===== src/rtl/e1_fr_pkg.sv =====
package e1_fr_pkg;
   localparam int            E1_NAT_W   = 5;
   localparam logic [6:0]    E1_FAS_DEF = 7'b0011011;

   typedef struct packed {
      logic                intl;
      logic                alarm;
      logic [E1_NAT_W-1:0] nat;
   } ts0_ctrl_t;

   localparam ts0_ctrl_t E1_CTRL_IDLE = '{intl: 1'b1, alarm: 1'b0, nat: '1};
endpackage


===== src/rtl/e1_fr_timer.sv =====
module e1_fr_timer #(
   parameter  int SLOTS  = 32,
   parameter  int BITS   = 8,
   localparam int SLOT_W = $clog2(SLOTS),
   localparam int BIT_W  = $clog2(BITS)
) (
   input  logic              clk,
   input  logic              rst,
   output logic [BIT_W-1:0]  bit_pos,
   output logic [SLOT_W-1:0] slot,
   output logic              odd,
   output logic              frame_end
);
   localparam logic [BIT_W-1:0]  LAST_BIT  = BIT_W'(BITS - 1);
   localparam logic [SLOT_W-1:0] LAST_SLOT = SLOT_W'(SLOTS - 1);

   logic last_bit;
   logic last_slot;

   assign last_bit  = (bit_pos == LAST_BIT);
   assign last_slot = (slot == LAST_SLOT);
   assign frame_end = last_bit & last_slot;

   always_ff @(posedge clk) begin
      if (rst) begin
         bit_pos <= '0;
         slot    <= '0;
         odd     <= 1'b0;
      end else begin
         bit_pos <= last_bit ? '0 : bit_pos + 1'b1;
         if (last_bit) begin
            slot <= last_slot ? '0 : slot + 1'b1;
         end
         if (frame_end) begin
            odd <= ~odd;
         end
      end
   end
endmodule


===== src/rtl/e1_fr_ctrl.sv =====
module e1_fr_ctrl
   import e1_fr_pkg::*;
#(
   parameter bit SAMPLE_AT_END = 1'b1
) (
   input  logic      clk,
   input  logic      rst,
   input  logic      frame_end,
   input  ts0_ctrl_t ctrl_in,
   output ts0_ctrl_t ctrl_out
);
   generate
      if (SAMPLE_AT_END) begin : g_held
         ts0_ctrl_t held;
         always_ff @(posedge clk) begin
            if (rst) begin
               held <= E1_CTRL_IDLE;
            end else if (frame_end) begin
               held <= ctrl_in;
            end
         end
         assign ctrl_out = held;
      end else begin : g_live
         logic unused_ok;
         assign unused_ok = clk ^ rst ^ frame_end;
         assign ctrl_out  = ctrl_in;
      end
   endgenerate
endmodule


===== src/rtl/e1_fr_word.sv =====
module e1_fr_word
   import e1_fr_pkg::*;
#(
   parameter  int         BITS  = 8,
   parameter  logic [6:0] FAS   = E1_FAS_DEF,
   localparam int         BIT_W = $clog2(BITS)
) (
   input  logic             odd,
   input  ts0_ctrl_t        ctrl,
   input  logic [BIT_W-1:0] bit_pos,
   output logic             word_bit
);
   localparam logic [BIT_W-1:0] TOP_IDX = BIT_W'(BITS - 1);

   logic [BITS-1:0]  word;
   logic [BIT_W-1:0] sel;

   always_comb begin
      if (odd) begin
         word = {ctrl.intl, 1'b1, ctrl.alarm, ctrl.nat};
      end else begin
         word = {ctrl.intl, FAS};
      end
   end

   assign sel      = TOP_IDX - bit_pos;
   assign word_bit = word[sel];
endmodule


===== src/rtl/e1_ts0_framer.sv =====
module e1_ts0_framer
   import e1_fr_pkg::*;
#(
   parameter  int         SLOTS_PER_FRAME = 32,
   parameter  int         BITS_PER_SLOT   = 8,
   parameter  logic [6:0] FAS_WORD        = E1_FAS_DEF,
   parameter  bit         CTRL_AT_END     = 1'b1,
   localparam int         SLOT_W          = $clog2(SLOTS_PER_FRAME),
   localparam int         BIT_W           = $clog2(BITS_PER_SLOT)
) (
   input  logic              clk,
   input  logic              rst,
   input  logic              pay_din,
   input  logic              remote_alarm,
   input  logic [4:0]        nat_bits,
   input  logic              intl_bit,
   output logic              line_dout,
   output logic              frame_start,
   output logic [SLOT_W-1:0] slot_idx
);
   initial begin : param_chk
      if (BITS_PER_SLOT != 8)   $error("timeslot must hold 8 bits");
      if (SLOTS_PER_FRAME < 2)  $error("frame needs at least two timeslots");
   end

   logic [BIT_W-1:0]  bit_pos;
   logic [SLOT_W-1:0] slot;
   logic              odd;
   logic              frame_end;
   ts0_ctrl_t         ctrl_in;
   ts0_ctrl_t         ctrl_use;
   logic              word_bit;

   e1_fr_timer #(.SLOTS(SLOTS_PER_FRAME), .BITS(BITS_PER_SLOT)) u_timer (
      .clk       (clk),
      .rst       (rst),
      .bit_pos   (bit_pos),
      .slot      (slot),
      .odd       (odd),
      .frame_end (frame_end)
   );

   assign ctrl_in = '{intl: intl_bit, alarm: remote_alarm, nat: nat_bits};

   e1_fr_ctrl #(.SAMPLE_AT_END(CTRL_AT_END)) u_ctrl (
      .clk       (clk),
      .rst       (rst),
      .frame_end (frame_end),
      .ctrl_in   (ctrl_in),
      .ctrl_out  (ctrl_use)
   );

   e1_fr_word #(.BITS(BITS_PER_SLOT), .FAS(FAS_WORD)) u_word (
      .odd      (odd),
      .ctrl     (ctrl_use),
      .bit_pos  (bit_pos),
      .word_bit (word_bit)
   );

   assign line_dout   = (slot == '0) ? word_bit : pay_din;
   assign frame_start = (slot == '0) && (bit_pos == '0);
   assign slot_idx    = slot;
endmodule


===== config.mk =====
export PLATFORM = sky130hd
export DESIGN_NAME = e1_ts0_framer
export DESIGN_NICKNAME = d
export VERILOG_FILES = /design/src/rtl/e1_fr_pkg.sv /design/src/rtl/e1_fr_timer.sv /design/src/rtl/e1_fr_ctrl.sv /design/src/rtl/e1_fr_word.sv /design/src/rtl/e1_ts0_framer.sv
export SDC_FILE = /design/constraint.sdc
export NUM_CORES = 1
export LEC_CHECK = 0
export BUFFER_PORTS_ARGS = -buffer_cell sky130_fd_sc_hd__buf_2
export CAP_MARGIN = 20
export CORE_ASPECT_RATIO = 1.5
export CORE_MARGIN = 5
export CORE_UTILIZATION = 35
export DETAILED_ROUTE_END_ITERATION = 16
export PLACE_DENSITY_LB_ADDON = 0.3
export SETUP_SLACK_MARGIN = 0.1
export SKIP_LAST_GASP = 1
export SLEW_MARGIN = 40
export SYNTH_ARGS = -nofsm -noshare
export SYNTH_HDL_FRONTEND = slang
export SYNTH_SLANG_ARGS = --single-unit

===== constraint.sdc =====
create_clock -name clk -period 5.1 [get_ports clk]
set_input_delay 0.765 -clock clk [delete_from_list [all_inputs] [get_ports clk]]
set_output_delay 0.765 -clock clk [all_outputs]
set_load 0.01 [all_outputs]

Yosys cells after proc, flatten, opt, wreduce, memory -nomap -nowiden
Index checks and enable logic that the tools add are counted.

operators by class
  $add $sub $neg = 3
  order comparisons = 1
  equality and inequality tests = 2
  multiplexer cells = 5
  bitwise logic cells = 2
  reductions and logical operators = 4

operator list
  kind                                                                          count
  7-bit 2-to-1 mux                                                              1
  5-bit by 1-bit adder with 5-bit output, second input constant                 1
  5-bit == test, second input constant                                          1
  5-bit zero test                                                               1
  5-bit 2-to-1 mux                                                              1
  3-bit by 4-bit less-than comparator with 1-bit output, second input constant  1
  3-bit by 1-bit adder with 3-bit output, second input constant                 1
  1-bit binary-select mux with 3-bit select                                     1
  3-bit == test, second input constant                                          1
  3-bit zero test                                                               1
  3-bit subtractor, first input constant                                        1
  1-bit 2-to-1 mux                                                              2
  2-bit OR reduction                                                            1
  1-bit AND                                                                     1
  1-bit logical AND                                                             1
  1-bit NOT                                                                     1

word-level totals
  bits in registers = 16

Logic depth before layout (Yosys ltp)
  depth in word-level cells = 4
  mapped depth = 7
  gate-level depth less buffers = 6

Cells and area by module
Synthesis repeated with hierarchy kept, for this count alone.

second synthesis, totals
  cells, all modules = 78
  area, all modules = 798.3 um2

modules (own cells, without submodules)
  module         times used  cells an instance  area each (um2)  sequential area each (um2)
  e1_fr_timer    1           41                 405.4            180.2
  e1_fr_ctrl     1           22                 265.3            140.1
  e1_fr_word     1           11                 87.6             0.0
  e1_ts0_framer  1           4                  40.0             0.0

Worst setup path after synthesis
OpenSTA, ideal clock, no wires.

  path type = reg-to-output
  start = reg u_timer.slot[0]
  end = out line_dout
  arrival time = 1.333 ns
  required time = 4.335 ns
  slack = 3.002 ns
  stages on the path, launching flop included = 7
  cells stage by stage = dfxtp_1 > inv_1 > ha_1 > or4b_4 > nor2_2 > a32oi_1 > o21ai_0

between the ends
  cells in the longest elaborated chain, start to end = 2

ends and longest elaborated chain
  what                    line                 RTL
  start, declared         e1_fr_timer.sv:10    output logic [SLOT_W-1:0] slot,
  start signal, assigned  e1_fr_timer.sv:32    slot <= last_slot ? '0 : slot + 1'b1;
  5-bit zero test         e1_ts0_framer.sv:60  assign line_dout = (slot == '0) ? word_bit : pay_din;
  1-bit 2-to-1 mux        e1_ts0_framer.sv:60
  end, declared           e1_ts0_framer.sv:17  output logic line_dout,

Every way passes these cells.

Worst setup path in the final report
Ends and elaborated chain as after synthesis.

==> impl_metrics.ini <==
[critical_path]
regToRegSetupSlack_ns = 3.02
path_class = flop to primary output
critPathMaxFanout = 6
crit_required_ns = 4.34
critPathCaptureType = primary output
ff2ff_path_depth = 4
arrival_ns = 1.76
r2r_end = u_ctrl.ctrl_out[4]
worstReg2RegStart = u_timer.bit_pos[0]
start_kind = flop

[global_route]
grt-ovfl-total = 0
grt_pass1_vias = 636
grt_util_met1_pct = 11.0
grt_busiest_layer = met2
gr-usage-met3_pct = 1.96
grt_max_degree = 17
grt_antenna_before_repair = 0
grt_util_met2_pct = 19.4
gr-usage-all-layers_pct = 10.9
grt_pass1_wl_um = 2770

[sta]
fin_skew_ns = 0.00414
fin_crit_ns = 2.52
finalSetupViolations = 0
period_share_pct = 49.4
hold_viol_final = 0
final_max_slew_viol_count = 0
rsz0062_at_grt = no
fin_ws_ns = 2.58
setup_tns_ns = 0
tightest_slew_ns = 0.566
max_slew_margin_pct = 62.3
timing.fmax_mhz = 397

[die]
dieArea_um2 = 3330
design.core.area_um2 = 2210
ios = 17
die_w_um = 48.8
initial_core_util_pct = 35.9
die_h_um = 68.3
rows = 21

[clocking]
post_cts_buffers = 0
cts-buffers-inserted = 3
cts_buffer_depth = 2
htreeDepth = 1
clk_latency_ns = 0.29
clockRootBuffer = clkbuf_4
holdBufCountCts = 0
clkTransAtPathRegs_ns = 0.09
cts_tree = built
cts_resized = 0
cts_sinks = 16

[synthesis]
syn_area_um2 = 792
seq_area_frac_synth_pct = 40.4
syn_avg_cell_area_um2 = 9.54
synth_cell_types = 29
synth_top_family_by_area = simple AND/OR/NAND/NOR gates
ys_ff_latch = 16
synth_adder_area_share_pct = 9.48
ys_warn_count = 0
syn-num-nets = 99
synth-xor-area-share_pct = 2.21
synth-compound-area-share_pct = 14.1
synth-simple-area-share_pct = 23.9
yosys-mux-area-fraction_pct = 3.79
synth_cells = 83

[power_and_ir_drop]
p_leak_uw = 0.000403
ir_drop_mv = 0.260
powerDensity_nw_per_um2 = 259

[detailed_routing]
wl_um = 1600
ant_nets = 0
viasPerCell = 5.49
wl_per_cell_um = 13.2
dr.pass1.iters = 4
drtIter0Drc = 7
num_vias = 664
drc = 0

[placement]
numPortBuffers = 16
post_dp_cell_area_um2 = 871
post-place-ws_ns = 2.88
place.gp.congestion = 0.783
place_hpwl_um = 1200

[run]
cap_violations = 0

[final_layout]
fin_nets = 115
post-route-util_pct = 41.1
layout_common_cells = buf_2 (16), dfxtp_1 (16), and3_1 (6), a211o_1 (6), ha_1 (6)
antenna_cells = 0
drive_gt1_share_pct = 24.5
syn_to_final_growth_pct = 14.5
fin_area_um2 = 907

[worst_hold_path]
min_path_cells = 2
min_from = u_ctrl.ctrl_out[5]
min_to = u_ctrl.ctrl_out[5]
hold_class = flop to flop

[run_status]
status = finished clean
[kinds of logic after synthesis]
logic type / count (synthesis)
compound gates: 15
xor+xnor: 2
fa+ha+maj: 6
buf+inv: 10
flops: 16
mux: 3
simple gates: 31
[how the worst max path moves through the flow]
stage	slack [ns]	cells after the start	startpoint	end
final	2.58	7	u_timer.slot[0]	line_dout
after global routing	2.44	7	u_timer.slot[0]	line_dout
after CTS	2.56	7	u_timer.slot[0]	line_dout
after detailed placement	2.88	7	u_timer.slot[0]	line_dout
after global placement	2.94	7	u_timer.slot[0]	line_dout
after floorplan	3.00	6	u_timer.slot[0]	line_dout
[critical path, stage by stage, from the launching register on]
cell and delay [ns]:
dfxtp_1 0.36, inv_1 0.07, ha_1 0.13, or4b_4 0.47
nor2_2 0.11, a32oi_1 0.09, o21ai_0 0.07, buf_2 0.15
[layer usage]
metal | part of all wire, % | vias to the layer above
met5 | 0 | -
met4 | 3.6 | 0
met3 | 3.6 | 4
met2 | 50 | 13
met1 | 42 | 317
li1 | - | 330
[synthesized netlist by cell type]
cell	instances	share of area [%]
a211o_1	6	6.6
a21o_1	1	0.95
a21oi_1	3	1.9
a221o_1	1	1.3
a32oi_1	1	1.1
and2_2	1	0.95
and3_1	6	4.7
and3_2	1	0.95
buf_4	1	0.95
buf_6	1	1.4
clkbuf_1	3	1.4
dfxtp_1	16	40
ha_1	6	9.5
inv_1	5	2.4
mux2i_1	3	3.8
nand2_1	2	0.95
nand3_1	4	2.5
nand4_1	1	0.79
nand4b_1	1	1.1
nor2_1	5	2.4
nor2_2	1	0.79
nor2b_1	1	0.79
nor3_1	2	1.3
nor3b_1	4	3.8
nor4b_1	1	1.1
o211ai_1	1	0.95
o21ai_0	2	1.3
or4b_4	1	1.7
xor2_1	2	2.2
[per-stage QoR]
| stage | power, µW | hold slack, ns | instances |
|---|---|---|---|
| 5_1_grt | 246 | 0.492 | 121 |
| 2_1_floorplan | 147 | 0.426 | 83 |
| 6_report | 235 | 0.463 | 121 |
| 4_1_cts | 238 | 0.467 | 121 |
| 3_5_place_dp | 155 | 0.445 | 117 |
| 3_3_place_gp | 155 | 0.445 | 117 |
[where the power goes]
group | total [µW] | leakage, µW | switching, µW | internal, µW
clock | 83.2 | 0.0000210 | 39.7 | 43.5
sequential | 131 | 0.000130 | 3.78 | 127
combinational | 20.7 | 0.000252 | 9.53 | 11.1
[flip-flops by register name, indices dropped and copies added (netlist names)]
signal,count
u_timer.slot,5
u_timer.odd,1
u_timer.bit_pos,3
u_ctrl.ctrl_out,7
[layout make-up]
class | instances | area (µm²)
well taps | 23 | 28.8
repair buffers | 16 | 80.1
clock buffers | 4 | 36.3
flip-flops and latches | 16 | 320
fillers | 237 | 1300
inverters | 5 | 18.8
multi-input cells | 57 | 423
Note: power is estimated with default switching activity, not from simulation.
